[src/rtl/aud_rx_pkg.sv]
`timescale 1ns/1ps
package aud_rx_pkg;

    typedef enum logic {
        FMT_LEFT_JUST = 1'b0,
        FMT_I2S       = 1'b1
    } aud_fmt_e;

endpackage

[src/rtl/aud_rx_slot.sv]
`timescale 1ns/1ps
module aud_rx_slot
    import aud_rx_pkg::*;
#(
    parameter int WORD = 24
) (
    input  logic            clk_i,
    input  logic            rst_ni,
    input  logic            fmt_i,
    input  logic            frame_i,
    input  logic            sdata_i,
    output logic            done_o,
    output logic            left_o,
    output logic [WORD-1:0] word_o
);

    localparam int                POS_W   = $clog2(WORD + 2);
    localparam logic [POS_W-1:0]  POS_MAX = POS_W'(WORD + 1);
    localparam logic [WORD-1:0]   MSB_ONE = {1'b1, {(WORD-1){1'b0}}};

    typedef struct packed {
        logic             frame;
        logic             armed;
        logic [POS_W-1:0] pos;
        logic [WORD-1:0]  word;
    } slot_st_t;

    aud_fmt_e         fmt;
    slot_st_t         st_d, st_q;
    logic [WORD-1:0]  fin_d;
    logic             done_d;
    logic [WORD-1:0]  bit_m;
    logic [POS_W-1:0] idx;

    assign fmt = aud_fmt_e'(fmt_i);

    always_comb begin
        st_d       = st_q;
        fin_d      = st_q.word;
        done_d     = 1'b0;
        bit_m      = '0;
        idx        = '0;
        st_d.frame = frame_i;
        if (frame_i != st_q.frame) begin
            // slot boundary: close the old slot, open a new one
            if (fmt == FMT_I2S) begin
                bit_m = MSB_ONE >> st_q.pos;
                fin_d = sdata_i ? (fin_d | bit_m) : (fin_d & ~bit_m);
            end
            done_d     = st_q.armed;
            st_d.armed = 1'b1;
            st_d.pos   = '0;
            st_d.word  = '0;
            if (fmt == FMT_LEFT_JUST) begin
                st_d.word = sdata_i ? MSB_ONE : '0;
            end
        end else begin
            if (st_q.pos != POS_MAX) begin
                st_d.pos = st_q.pos + 1'b1;
            end
            idx       = st_d.pos - POS_W'(fmt == FMT_I2S);
            bit_m     = MSB_ONE >> idx;
            st_d.word = sdata_i ? (st_q.word | bit_m) : (st_q.word & ~bit_m);
        end
    end

    always_ff @(posedge clk_i or negedge rst_ni) begin
        if (!rst_ni) begin
            st_q <= '0;
        end else begin
            st_q <= st_d;
        end
    end

    assign done_o = done_d;
    assign left_o = st_q.frame ^ fmt_i;
    assign word_o = fin_d;

    AST_DONE_ON_EDGE: assert property (@(posedge clk_i) disable iff (!rst_ni)
        done_o |-> (frame_i != $past(frame_i)));

endmodule

[src/rtl/aud_rx_pair.sv]
`timescale 1ns/1ps
module aud_rx_pair #(
    parameter int WORD = 24
) (
    input  logic            clk_i,
    input  logic            rst_ni,
    input  logic            done_i,
    input  logic            left_i,
    input  logic [WORD-1:0] word_i,
    output logic [WORD-1:0] left_o,
    output logic [WORD-1:0] right_o,
    output logic            valid_o
);

    typedef struct packed {
        logic [WORD-1:0] hold;
        logic            have;
        logic [WORD-1:0] lword;
        logic [WORD-1:0] rword;
        logic            valid;
    } pair_st_t;

    pair_st_t st_d, st_q;

    always_comb begin
        st_d       = st_q;
        st_d.valid = 1'b0;
        if (done_i) begin
            if (left_i) begin
                st_d.hold = word_i;
                st_d.have = 1'b1;
            end else if (st_q.have) begin
                st_d.lword = st_q.hold;
                st_d.rword = word_i;
                st_d.valid = 1'b1;
                st_d.have  = 1'b0;
            end
        end
    end

    always_ff @(posedge clk_i or negedge rst_ni) begin
        if (!rst_ni) begin
            st_q <= '0;
        end else begin
            st_q <= st_d;
        end
    end

    assign left_o  = st_q.lword;
    assign right_o = st_q.rword;
    assign valid_o = st_q.valid;

    AST_VALID_PULSE: assert property (@(posedge clk_i) disable iff (!rst_ni)
        valid_o |=> !valid_o);
    AST_PAIR_HOLD: assert property (@(posedge clk_i) disable iff (!rst_ni)
        !valid_o |-> ($stable(left_o) && $stable(right_o)));

endmodule

[src/rtl/aud_rx_zero.sv]
`timescale 1ns/1ps
module aud_rx_zero #(
    parameter int WORD     = 24,
    parameter int ZERO_RUN = 8192
) (
    input  logic            clk_i,
    input  logic            rst_ni,
    input  logic            done_i,
    input  logic            left_i,
    input  logic [WORD-1:0] word_i,
    output logic            zero_o
);

    localparam int              CNT_W   = $clog2(ZERO_RUN + 1);
    localparam logic [CNT_W-1:0] CNT_TOP = CNT_W'(ZERO_RUN);

    typedef struct packed {
        logic [CNT_W-1:0] cnt;
        logic             lz;
        logic             flag;
    } zero_st_t;

    zero_st_t st_d, st_q;

    always_comb begin
        st_d = st_q;
        if (done_i) begin
            if (word_i != '0) begin
                st_d.cnt  = '0;
                st_d.lz   = 1'b0;
                st_d.flag = 1'b0;
            end else if (left_i) begin
                st_d.lz = 1'b1;
            end else begin
                if (st_q.lz && (st_q.cnt != CNT_TOP)) begin
                    st_d.cnt = st_q.cnt + 1'b1;
                end
                st_d.lz   = 1'b0;
                st_d.flag = (st_d.cnt == CNT_TOP);
            end
        end
    end

    always_ff @(posedge clk_i or negedge rst_ni) begin
        if (!rst_ni) begin
            st_q <= '0;
        end else begin
            st_q <= st_d;
        end
    end

    assign zero_o = st_q.flag;

    AST_ZERO_DROP: assert property (@(posedge clk_i) disable iff (!rst_ni)
        (done_i && (word_i != '0)) |=> !zero_o);
    AST_ZERO_RISE_RIGHT: assert property (@(posedge clk_i) disable iff (!rst_ni)
        $rose(zero_o) |-> $past(done_i && !left_i));

endmodule

[src/rtl/aud_rx.sv]
`timescale 1ns/1ps
module aud_rx #(
    parameter int WORD     = 24,
    parameter int ZERO_RUN = 8192
) (
    input  logic            bclk_i,
    input  logic            rst_ni,
    input  logic            fmt_i,
    input  logic            frame_i,
    input  logic            sdata_i,
    output logic [WORD-1:0] left_o,
    output logic [WORD-1:0] right_o,
    output logic            valid_o,
    output logic            zero_o
);

    logic            slot_done;
    logic            slot_left;
    logic [WORD-1:0] slot_word;

    aud_rx_slot #(.WORD(WORD)) u_slot (
        .clk_i   (bclk_i),
        .rst_ni  (rst_ni),
        .fmt_i   (fmt_i),
        .frame_i (frame_i),
        .sdata_i (sdata_i),
        .done_o  (slot_done),
        .left_o  (slot_left),
        .word_o  (slot_word)
    );

    aud_rx_pair #(.WORD(WORD)) u_pair (
        .clk_i   (bclk_i),
        .rst_ni  (rst_ni),
        .done_i  (slot_done),
        .left_i  (slot_left),
        .word_i  (slot_word),
        .left_o  (left_o),
        .right_o (right_o),
        .valid_o (valid_o)
    );

    aud_rx_zero #(.WORD(WORD), .ZERO_RUN(ZERO_RUN)) u_zero (
        .clk_i   (bclk_i),
        .rst_ni  (rst_ni),
        .done_i  (slot_done),
        .left_i  (slot_left),
        .word_i  (slot_word),
        .zero_o  (zero_o)
    );

    AST_ZERO_WITH_VALID: assert property (@(posedge bclk_i) disable iff (!rst_ni)
        $rose(zero_o) |-> valid_o);
    AST_RESET_QUIET: assert property (@(posedge bclk_i)
        !rst_ni |-> (!valid_o && !zero_o && left_o == '0 && right_o == '0));

endmodule

[config.mk]
export PLATFORM = sky130hd
export DESIGN_NAME = aud_rx
export DESIGN_NICKNAME = d
export VERILOG_FILES = /design/src/rtl/aud_rx_pkg.sv /design/src/rtl/aud_rx_slot.sv /design/src/rtl/aud_rx_pair.sv /design/src/rtl/aud_rx_zero.sv /design/src/rtl/aud_rx.sv
export SDC_FILE = /design/constraint.sdc
export NUM_CORES = 1
export LEC_CHECK = 0
export BUFFER_PORTS_ARGS = -buffer_cell sky130_fd_sc_hd__buf_2
export CAP_MARGIN = 20
export CORE_MARGIN = 2
export CORE_UTILIZATION = 50
export CTS_BUF_LIST = sky130_fd_sc_hd__clkbuf_2
export CTS_CLUSTER_DIAMETER = 200
export DETAILED_ROUTE_END_ITERATION = 8
export PLACE_DENSITY = 0.69
export SETUP_SLACK_MARGIN = 0.1
export SLEW_MARGIN = 25
export SYNTH_ARGS = -nofsm -noshare
export SYNTH_HDL_FRONTEND = slang
export SYNTH_SLANG_ARGS = --single-unit
[constraint.sdc]
create_clock -name bclk_i -period 3.6 [get_ports bclk_i]
set_input_delay 0.54 -clock bclk_i [delete_from_list [all_inputs] [get_ports bclk_i]]
set_output_delay 0.54 -clock bclk_i [all_outputs]
set_load 0.1 [all_outputs]
==> impl_metrics.py, run 1 <==
metrics = {
    "critical_path": {
        "cp_max_fo": 8,
        "worstSetupPathType": "register to register",
        "crit_path_max_incr_delay_ns": 0.47,
        "startpoint": "u_slot.st_q[25]",
        "end_kind": "register",
        "reg2reg_from": "u_slot.st_q[25]",
        "slowest_stage": "dfrtp_1",
        "worst_ep_required_time_ns": 4.19,
        "critPathLaunchType": "register",
        "reg2regPathDepth": 11,
        "cpMostUsedCell": "ha_1",
        "arrival_ns": 3.72,
        "r2r_end": "u_slot.st_q[22]",
        "r2r_setup_slack_ns": 0.47,
        "path_cells": "inv_1 > ha_1 > nand4b_1 > xnor2_1 > ha_1 > ha_1 > xor2_1 > nand2_1 > nor4_1 > mux2i_1 > nor2_1",
    },
    "cells_and_area": {
        "most-common-layout-cells": "121 x dfrtp_1, 82 x nor2_1, 64 x nand2_1",
        "area_growth_pct": 5.463,
        "drive_gt1_frac": 0.1881,
        "n_fill_cell": 1192,
        "layout_commonest_cell": "dfrtp_1",
        "final_nets": 710,
        "design_area_um2": 6980,
        "fin_util": 0.5335,
    },
    "clock_network": {
        "cts.path.max_buffers": 2,
        "h-tree-depth": 4,
        "cts_tree": "built",
        "clock_latency_ns": 0.70,
        "path_clk_slew_ns": 0.18,
        "clock-root-buffer": "clkbuf_2",
        "numCtsBuffers": 17,
        "cts_sinks": 121,
    },
    "floorplanning": {
        "core-area_um2": 13090,
        "fp-row-count": 42,
        "boundaryPins": 55,
        "die_y_um": 119.1,
        "die_x_um": 119.1,
        "start_util": 0.5058,
        "dieArea_um2": 14170,
    },
    "min_path": {
        "hold_end": "u_zero.st_q[1]",
        "min_from": "fmt_i",
        "hp-class": "primary input to register",
        "hold_depth": 4,
    },
    "sta": {
        "hold_viol_final": 0,
        "slew_violations": 0,
        "tns_ns": 0,
        "worst_hold_slack_ns": 0.3548,
        "skew_ns": 0.02470,
        "rsz0062_at_grt": "false",
        "relSlewSlack": 0.3485,
        "setup_viol": 0,
        "achievable-frequency_mhz": 319.1,
        "finalCriticalPeriod_ns": 3.134,
        "min_period_over_period": 0.8705,
        "tightestPinTransition_ns": 0.9703,
    },
    "power_and_ir_drop": {
        "p_leak_nw": 3.141,
        "pwr-share-comb": 0.458,
        "clock_power_share": 0.176,
        "switching_share": 0.5063,
        "total_power_mw": 4.854,
        "switching_power_mw": 2.458,
        "peakVddDrop_mv": 0.2632,
        "power_frac_seq": 0.366,
        "intPower_mw": 2.396,
        "pwr_density_cell_nw_per_um2": 695.4,
    },
    "synth": {
        "synth_nets": 714,
        "async_flop_share": 1.000,
        "ys_seq_elements": 121,
        "synth-edff-count": 0,
        "syn_area_um2": 6619,
        "yosys_warnings": 0,
        "seq_area_frac_synth": 0.4575,
        "synth_area_per_cell_um2": 9.469,
        "synth_flop_cell": "dfrtp_1",
        "synth_cell_types": 54,
        "netlist_instances": 699,
    },
    "flow_run": {
        "maxCapViolations": 0,
    },
    "grt": {
        "grt_pass1_vias": 4812,
        "grt_first_pass_wirelength_um": 24030,
        "grt_max_degree": 74,
        "overflow": 0,
        "antenna_found_initial": 1,
        "grtUsageTotal": 0.2149,
    },
    "place": {
        "io_buffers": 54,
        "place_area_um2": 6696,
        "routabilityCongestion": 0.9296,
        "dp.final_hpwl_um": 10260,
    },
    "route": {
        "ant_nets": 0,
        "wl_per_cell_um": 16.33,
        "num_vias": 4965,
        "vias_per_cell": 5.617,
        "drt_iter0_markers": 508,
        "drc": 0,
        "first_pass_iters": 7,
        "wl_um": 14430,
    },
    "outcome": {
        "outcome": "finished clean",
    },
}
[cell usage after synthesis (all sizes together), types with 2 or more instances]
master	number	area (um^2)
a211oi	5	37.54
a21bo	4	40.04
a21oi	38	193.9
a2bb2oi	4	35.03
a31oi	2	12.51
and2	3	18.77
and3	3	18.77
buf	56	396.6
clkbuf	35	131.4
dfrtp	121	3028
ha	10	125.1
inv	16	60.06
mux2	24	270.3
mux2i	49	490.5
nand2	65	244.0
nand2b	17	106.4
nand3	12	60.06
nand3b	2	15.01
nand4	15	93.84
nor2	83	311.6
nor2b	6	37.54
nor3	18	90.09
nor4	13	96.34
o2111ai	2	17.52
o211ai	2	15.01
o21ai	31	155.2
o221ai	4	35.03
o22a	2	17.52
o22ai	3	18.77
o2bb2ai	3	26.28
o31ai	7	52.55
o32ai	8	70.07
or2	3	18.77
or3	2	12.51
or4	3	22.52
xnor2	9	78.83
xor2	8	70.07
[layer usage]
layer,vias up,routed length [um],global-route usage
met2,155,6902,0.3473
li1,2383,-,-
met4,0,142,0.06324
met3,14,826,0.05316
met5,-,0,0
met1,2413,6562,0.2874
[metrics by stage]
| stage | worst slack [ns] | instances |
|---|---|---|
| 3_3_place_gp | 0.5033 | 849 |
| 5_1_grt | 0.2190 | 884 |
| 4_1_cts | 0.5084 | 882 |
| 2_1_floorplan | 0.7655 | 699 |
| 3_5_place_dp | 0.4564 | 849 |
| 6_report | 0.4663 | 884 |
[worst max-delay path by stage]
stage	to	slack [ns]
global placement	u_zero.zero_o	0.50
floorplan	register	0.77
global route	u_slot.st_q[22]	0.22
CTS	u_slot.st_q[22]	0.51
detailed placement	u_zero.zero_o	0.46
finish	u_slot.st_q[22]	0.47
[worst max-delay path: cells and delay by family, from the launching register on]
kind	cells	cell delay [ns]
simple gates	4	0.97
xor+xnor	2	0.67
fa+ha+maj	3	0.59
flops	1	0.47
mux	1	0.24
buf+inv	1	0.10
[state kept, by name (all words and copies together), names as in the netlist, named ones only]
name and flops:
u_slot.st_q 30, u_pair.left_o 24, u_zero.zero_o 1, u_pair.valid_o 1, u_zero.st_q 15, u_pair.st_q 25, u_pair.right_o 24
[cell families (layout without fill, tap and decap cells)]
| kind of cell | after synthesis | in the layout | share of synthesized area |
|---|---|---|---|
| compound gates | 120 | 120 | 0.1157 |
| xor+xnor | 17 | 17 | 0.02250 |
| fa+ha+maj | 10 | 10 | 0.01890 |
| buf+inv | 107 | 115 | 0.08885 |
| flops | 121 | 121 | 0.4575 |
| mux | 73 | 73 | 0.1149 |
| other cells | 0 | 1 | 0 |
| simple gates | 251 | 251 | 0.1817 |
[cell type report]
type / instances / area (um^2) / share of cell area
diodes: 1 / 2.502 / 0.0003585
clock buffers: 17 / 85.08 / 0.01219
clock inverters: 14 / 148.9 / 0.02133
inverters: 16 / 60.06 / 0.008604
multi-input cells: 471 / 3020 / 0.4327
flip-flops and latches: 121 / 3028 / 0.4338
well taps: 176 / 220.2 / 0.03155
repair buffers: 68 / 415.4 / 0.05951
[power groups by stage]
stage | Clock [mW] | Sequential [mW] | Combinational (mW)
floorplan | 0 | 1.76 | 2.09
global placement | 0 | 1.79 | 2.20
detailed placement | 0 | 1.81 | 2.22
CTS | 0.891 | 1.78 | 2.22
global route | 0.962 | 1.81 | 2.34
finish | 0.855 | 1.77 | 2.23
[what timing repair did]
| action | CTS | global route |
|---|---|---|
| buffers inserted | 0 | 0 |
| hold endpoints to repair | 50 | 0 |
| hold buffers | 2 | 0 |
| resized for setup | 0 | 0 |
No activity file was read; power rests on OpenSTA's default activity.
==> run 2: changes to the inputs <==
- CORE_MARGIN: 2 -> default
- GPL_TIMING_DRIVEN: default -> 0
==> run 2 against run 1 <==
Compared with the run above:
- combinational power increased by 12%
- via count increased by 7.5%
- global-route usage increased by 3.9 points
- maximum frequency decreased by 3.5%
- utilization increased by 4.7 points
- first-iteration DRC count decreased by 34%
- wire length increased by 11%
- worst setup slack got worse by 0.11 ns
- critical path depth increased by 2
- clock-buffer cell count increased by 4
- largest cell class unchanged
==> impl_metrics.py, run 2 (synthesized netlist as in run 1, its figures left out) <==
metrics = {
    "sta": {
        "hold_viol_final": 0,
        "worst_hold_slack_ns": 0.3108,
        "rsz0062_at_grt": "false",
        "skew_ns": 0.02073,
        "relSlewSlack": 0.6027,
        "slew_violations": 0,
        "achievable-frequency_mhz": 307.8,
        "finalCriticalPeriod_ns": 3.248,
        "min_period_over_period": 0.9023,
        "setup_viol": 0,
        "tightestPinTransition_ns": 0.5939,
    },
    "cells_and_area": {
        "design_area_um2": 7408,
        "regMostFlops": "u_slot.st_q",
        "reg_top3": "u_slot.st_q: 30 flops, u_pair.st_q: 25 flops",
        "layout_commonest_cell": "dfrtp_1",
        "fin_util": 0.5800,
        "diodes": 0,
        "area_growth_pct": 11.93,
        "final_nets": 793,
        "drive_gt1_frac": 0.2278,
        "most-common-layout-cells": "120 x dfrtp_1, 83 x nor2_1, 65 x nand2_1",
        "largest_register_ff_count": 30,
        "n_fill_cell": 1166,
    },
    "power_and_ir_drop": {
        "clock_power_share": 0.157,
        "peakVddDrop_mv": 0.2820,
        "p_leak_nw": 3.427,
        "intPower_mw": 2.601,
        "pwr_density_cell_nw_per_um2": 686.9,
        "switching_share": 0.4889,
        "pwr-share-comb": 0.491,
        "power_frac_seq": 0.351,
        "switching_power_mw": 2.488,
    },
    "critical_path": {
        "worstSetupPathType": "register to register",
        "r2r_setup_slack_ns": 0.35,
        "arrival_ns": 3.85,
        "path_cells": "inv_1 > ha_1 > clkbuf_2 > nand4b_1 > xnor2_1 > ha_1 > ha_1 > and3_1 > xnor2_1 > clkbuf_1 > nor4_1 > mux2i_1 > nor2_1",
        "slowest_stage": "dfrtp_1",
        "end_kind": "register",
        "cp.buffers_inverters": 3,
        "reg2regPathDepth": 13,
        "cpMostUsedCell": "ha_1",
        "path_delay_family": "simple AND/OR/NAND/NOR gates",
        "crit_path_max_incr_delay_ns": 0.45,
        "cp_max_fo": 10,
        "worst_ep_required_time_ns": 4.20,
        "critPathLaunchType": "register",
        "critical_path_cell_count": 13,
    },
    "grt": {
        "grt_first_pass_wirelength_um": 25850,
        "grtUsageTotal": 0.2537,
        "grt_pass1_vias": 5170,
        "antenna_found_initial": 0,
        "overflow": 0,
        "grt_max_degree": 74,
    },
    "clock_network": {
        "h-tree-depth": 4,
        "cts_sinks": 121,
        "clock_latency_ns": 0.71,
        "cts.path.max_buffers": 2,
        "cts_tree": "built",
        "path_clk_slew_ns": 0.17,
        "clock-root-buffer": "clkbuf_2",
        "numCtsBuffers": 17,
    },
    "route": {
        "vias_per_cell": 5.550,
        "drc": 0,
        "wl_um": 15960,
        "first_pass_iters": 5,
        "num_vias": 5339,
        "drt_iter0_markers": 333,
        "ant_nets": 0,
        "wl_per_cell_um": 16.59,
    },
    "place": {
        "place_area_um2": 7138,
        "io_buffers": 54,
        "routabilityCongestion": 0.9477,
        "dp.final_hpwl_um": 11820,
    },
    "floorplanning": {
        "boundaryPins": 55,
        "fp-row-count": 41,
        "start_util": 0.5182,
        "die_y_um": 117.1,
        "core-area_um2": 12770,
        "die_x_um": 117.1,
        "dieArea_um2": 13700,
    },
    "outcome": {
        "outcome": "finished clean",
    },
    "flow_run": {
        "maxCapViolations": 0,
    },
    "min_path": {
        "hp-class": "primary input to asynchronous set/reset pin",
    },
}
[run 2: cell count changes in the layout (fill, tap and decap cells not counted), sizes merged]
cell,delta
clkbuf,+39
clkinv,+1
clkinvlp,-2
buf,+48
diode,-1
inv,-3
[run 2: area by class of cell]
type / count / area [um^2] / share of cell area
sequential: 121 / 3029 / 0.4089
clock inverter: 10 / 103.9 / 0.01402
timing repair buffer: 60 / 346.6 / 0.04678
multi-input combinational: 471 / 3017 / 0.4072
inverter: 16 / 60.06 / 0.008107
buffer: 91 / 531.8 / 0.07178
tap: 172 / 215.2 / 0.02905
clock buffer: 21 / 105.1 / 0.01419
[run 2: worst reg2reg max path: stages, from the launching register on]
cell      delay [ns]
dfrtp_1         0.45
inv_1           0.10
ha_1            0.18
clkbuf_2        0.23
nand4b_1        0.21
xnor2_1         0.29
ha_1            0.22
ha_1            0.21
and3_1          0.22
xnor2_1         0.11
clkbuf_1        0.24
nor4_1          0.43
mux2i_1         0.23
nor2_1          0.06
[run 2: metrics by stage]
step	power, mW	setup WS, ns	setup TNS [ns]	cells
6_report	5.089	0.3516	0	962
3_3_place_gp	4.216	0.02577	0	925
4_1_cts	5.115	0.1953	0	962
2_1_floorplan	3.851	0.7655	0	699
3_5_place_dp	4.275	-0.02496	-0.02496	926
5_1_grt	5.369	0.1023	0	962
[run 2: metal layers]
layer  wire length [um]  track usage
met1               7149       0.3242
met4                433       0.1072
met3                725      0.04892
met2               7648       0.4229
met5                  0            0
[run 2: worst paths after layout]
kind                                    start                  to
max reg2reg                   u_slot.st_q[25]     u_slot.st_q[12]
min                                    rst_ni   u_pair.left_o[20]
max                           u_slot.st_q[25]     u_slot.st_q[12]
max in group asynchronous              rst_ni     u_zero.st_q[15]
min in group bclk_i                   sdata_i  u_pair.right_o[14]
min reg2reg                u_pair.right_o[20]  u_pair.right_o[20]
[run 2: power groups by stage]
stage | Clock [mW] | Sequential, mW | Combinational (mW)
floorplan | 0 | 1.76 | 2.09
global placement | 0 | 1.80 | 2.42
detailed placement | 0 | 1.82 | 2.46
CTS | 0.824 | 1.79 | 2.50
global route | 0.886 | 1.82 | 2.66
finish | 0.800 | 1.79 | 2.50
[run 2: what timing repair did]
item	in CTS	in global routing
hold endpoints to repair	49	0
pin swaps	1	0
hold buffers	2	0
setup buffers	3	0
cloned	0	0
gates resized for setup	0	9
setup endpoints to repair	7	37
